<file path="src/rtl/budget_setup_seq.sv">
module budget_setup_seq #(
  parameter int W = 30
) (
  input  logic         clk,
  input  logic         rst,
  input  logic         dec_bit,
  input  logic         skip_entry,
  input  logic [W-1:0] acct_balance,
  input  logic [W-1:0] req_budget,
  output logic         dec_out,
  output logic [1:0]   phase,
  output logic [W-1:0] budget,
  output logic         budget_valid,
  output logic         budget_err
);
  typedef enum logic [1:0] {IDLE = 2'd0, CHOOSE = 2'd1, RETRY = 2'd2, LOCKED = 2'd3} phase_t;

  phase_t cur, nxt;
  logic [W-1:0] cand;
  logic commit, fits;

  always_comb begin
    nxt = cur;
    unique case (cur)
      IDLE:   nxt = dec_bit ? CHOOSE : IDLE;
      CHOOSE: nxt = dec_bit ? LOCKED : RETRY;
      RETRY:  nxt = dec_bit ? LOCKED : IDLE;
      LOCKED: nxt = LOCKED;
    endcase
  end

  assign dec_out = (cur == LOCKED) | (dec_bit & (cur != IDLE));
  assign commit  = dec_bit & ((cur == CHOOSE) | (cur == RETRY));
  assign cand    = skip_entry ? acct_balance : req_budget;
  assign fits    = cand <= acct_balance;
  assign phase   = cur;

  always_ff @(posedge clk) begin
    if (rst) begin
      cur          <= IDLE;
      budget       <= '0;
      budget_valid <= 1'b0;
      budget_err   <= 1'b0;
    end else begin
      cur <= nxt;
      if (commit && fits) begin
        budget       <= cand;
        budget_valid <= 1'b1;
      end
      if (commit && !fits) budget_err <= 1'b1;
    end
  end
endmodule

</file>
<file path="config.mk">
export PLATFORM = sky130hd
export DESIGN_NAME = budget_setup_seq
export DESIGN_NICKNAME = d
export VERILOG_FILES = /design/src/rtl/budget_setup_seq.sv
export SDC_FILE = /design/constraint.sdc
export NUM_CORES = 1
export LEC_CHECK = 0
export ABC_AREA = 1
export BUFFER_PORTS_ARGS = -buffer_cell sky130_fd_sc_hd__clkbuf_2
export CAP_MARGIN = 0
export CORE_MARGIN = 1.5
export CORE_UTILIZATION = 50
export CTS_BUF_LIST = sky130_fd_sc_hd__clkbuf_16
export CTS_CLUSTER_DIAMETER = 100
export DETAILED_ROUTE_END_ITERATION = 8
export MAX_ROUTING_LAYER = met4
export PLACE_DENSITY = 0.8
export SYNTH_ARGS = -nofsm -noshare
export SYNTH_HDL_FRONTEND = slang
export SYNTH_SLANG_ARGS = --single-unit
</file>
<file path="constraint.sdc">
create_clock -name clk -period 3.34 [get_ports clk]
set_input_delay 0.835 -clock clk [delete_from_list [all_inputs] [get_ports clk]]
set_output_delay 0.835 -clock clk [all_outputs]
set_load 0.005 [all_outputs]
</file>
==> impl_metrics.py <==
metrics = {
    "outcome": {
        "run_status": "finished, final reports clean",
    },
    "sta": {
        "rsz0062_at_grt": "no",
        "hold-worst-slack_ns": 0.465,
        "slew-limit-headroom_pct": 35.3,
        "fin_crit_ns": 2.82,
        "slew_viol_final": 0,
        "tightestPinTransition_ns": 0.968,
        "hold_violations": 0,
        "clock_skew_ns": 0.00361,
        "max_freq_mhz": 355,
        "fin_ws_ns": 0.525,
        "finalCritPeriodShare_pct": 84.3,
        "setup_violations": 0,
        "finalSetupTns_ns": 0,
    },
    "logic_synthesis": {
        "synth_edf_count": 0,
        "yosysUniqueCellTypes": 23,
        "synth_top_family_by_area": "simple AND/OR/NAND/NOR gates",
        "synth-compound-area-share_pct": 14.2,
        "ys_seq_area_share_pct": 25.3,
        "synth_top_area_share_pct": 25.3,
        "postSynthAreaPerCell_um2": 6.31,
        "synth-simple-area-share_pct": 28.0,
        "synth_area_leaders": "dfxtp_1 (25%), ha_1 (15%), nand2_1 (14%), inv_1 (11%), a21oi_1 (7.8%)",
        "synth_fa_ha_area_share_pct": 15.3,
        "synthMuxAreaShare_pct": 0.372,
        "syn_area_mm2": 0.00269,
        "ys_ff_latch": 34,
        "yosys.area.top_type": "dfxtp_1",
        "synth.most_common_cell": "nand2_1",
        "synthTopCellsByCount": "nand2_1 (102), inv_1 (78), a21oi_1 (42)",
        "syn-num-nets": 523,
        "async_reset_ff_share_pct": 0,
        "synth_xor_area_share_pct": 0,
        "synth_cells": 426,
        "yosys_warnings": 0,
        "synth_top_flop_cell": "dfxtp_1",
    },
    "die": {
        "initial_core_util_pct": 52.3,
        "num_rows": 26,
        "die_h_um": 76.4,
        "io_pins": 99,
        "core-area_mm2": 0.00514,
        "die_area_mm2": 0.00583,
        "die_width_um": 76.4,
    },
    "grt": {
        "grt_max_degree": 63,
        "grt-ovfl-total": 0,
        "grt_pass1_vias": 2458,
        "grt_usage_pct": 22.0,
        "antenna_found_initial": 0,
        "grt_pass1_wl_um": 10500,
    },
    "drt": {
        "vias": 2823,
        "drt-initial-drc-count": 129,
        "drt-total-wl_um": 6090,
        "ant_nets": 0,
        "first_pass_iters": 6,
        "via_per_inst": 4.83,
        "route.detailed.drc": 0,
        "wl_per_cell_um": 10.4,
    },
    "layout": {
        "nNetsFinal": 611,
        "area_growth_pct": 23.5,
        "diodes": 0,
        "drive_gt1_share_pct": 22.3,
        "fin_area_mm2": 0.00332,
        "fillCellCount": 499,
    },
    "place": {
        "gp_congestion": 0.844,
        "pre_cts_slack_ns": 0.245,
        "hpwl_um": 4600,
        "dpl-instance-area_mm2": 0.00318,
        "numPortBuffers": 98,
    },
    "run": {
        "cap_viol_max_count": 0,
    },
    "cts": {
        "ctsResizeCount": 0,
        "cts_tree": "done",
        "cts_hold_buffers": 0,
        "cts_root_buffer": "clkbuf_16",
        "cts_made_buffers": 5,
        "clkTransAtPathRegs_ns": 0.06,
        "cts_max_path_buffers": 2,
        "insertion_delay_ns": 0.28,
        "cts_max_level": 2,
        "cts.sinks": 34,
        "post_cts_buffers": 0,
    },
    "power_and_ir_drop": {
        "power_mw": 1.27,
        "p_leak_nw": 1.92,
        "ir_worst_vdd_uv": 221,
        "p_per_area_mw_per_mm2": 383,
    },
    "setup_path": {
        "cp.required_ns": 3.51,
        "setup.worst_path.class": "in -> reg",
        "end_kind": "flop",
        "path_max_fanout": 59,
        "crit_path_start_kind": "input port",
        "critPathArrivalTime_ns": 2.98,
        "r2r_slack_ns": 1.38,
    },
    "min_path": {
        "min_path_type": "reg -> reg",
    },
}
==> layer usage <==
layer	wire, µm	track usage (%)	vias up
met5	0	-	-
met4	83	6.11	0
met2	2990	38.2	70
met3	279	3.95	7
li1	-	-	1511
met1	2730	26.0	1235
==> final cells by class <==
class	instances	area [µm²]	area share [%]
multi-input cells	292	1560	46.9
flip-flops and latches	34	681	20.5
repair buffers	102	558	16.8
inverters	79	297	8.93
clock buffers	5	125	3.77
well taps	70	87.6	2.64
clock inverters	3	16.3	0.490
==> final timing paths <==
check,from,end,cells past startpoint
worst max-delay path,skip_entry,budget[28],15
worst max register to register,phase[1],budget_err,6
worst min-delay path,budget_err,budget_err,2
worst min register to register,budget_err,budget_err,2
==> cell families (layout without fill, tap and decap cells) <==
| kind of cell | Yosys count | in the layout |
|---|---|---|
| and+or+nand+nor | 183 | 183 |
| buffers and inverters | 100 | 189 |
| AOI/OAI and AO/OA | 75 | 75 |
| DFF | 34 | 34 |
| adders and majority gates | 33 | 33 |
| muxes | 1 | 1 |
==> sequential cells by signal, indices dropped and copies added (netlist names) <==
signal / flops
budget: 30
phase: 2
budget_err: 1
budget_valid: 1
==> power by group <==
| group | switching (mW) | internal (mW) | total (mW) |
|---|---|---|---|
| Combinational | 0.216 | 0.161 | 0.378 |
| Sequential | 0.0189 | 0.439 | 0.458 |
| Clock | 0.167 | 0.272 | 0.438 |
| Total | 0.402 | 0.872 | 1.27 |
==> through the flow <==
stage	util (%)	cells
3_5_place_dp	61.9	577
3_3_place_gp	61.9	577
4_1_cts	64.6	585
5_1_grt	64.6	585
6_report	64.6	585
2_1_floorplan	-	426
==> worst max-delay path, cell delays in order <==
cell,delay (ns)
clkbuf_2,0.10
buf_12,0.17
o21ai_0,0.25
inv_1,0.07
ha_1,0.30
nand2_1,0.07
nor2_1,0.16
nand4_1,0.13
nor2_1,0.17
nand3_1,0.15
nand2_4,0.13
buf_12,0.18
nand3_1,0.08
nand2_1,0.10
nor2_1,0.04
==> cell usage in the layout (no fill, tap or decap) <==
cell type,synthesis,final
clkinv_2,0,1
nand2_4,1,1
clkinvlp_4,0,1
buf_4,0,1
and3_1,1,1
a21o_2,1,1
clkbuf_16,0,5
nand2_2,1,1
nor2_1,40,40
nand3_1,34,34
nor2_2,2,2
nand2_1,102,102
ha_1,33,33
a21o_1,1,1
mux2i_1,1,1
clkbuf_2,0,98
buf_12,0,3
inv_2,1,1
nand4_1,2,2
o21ai_0,30,30
a21oi_1,42,42
inv_1,78,78
a31oi_1,1,1
clkinv_1,0,1
dfxtp_1,34,34
No activity file was read; power rests on OpenSTA's default activity.
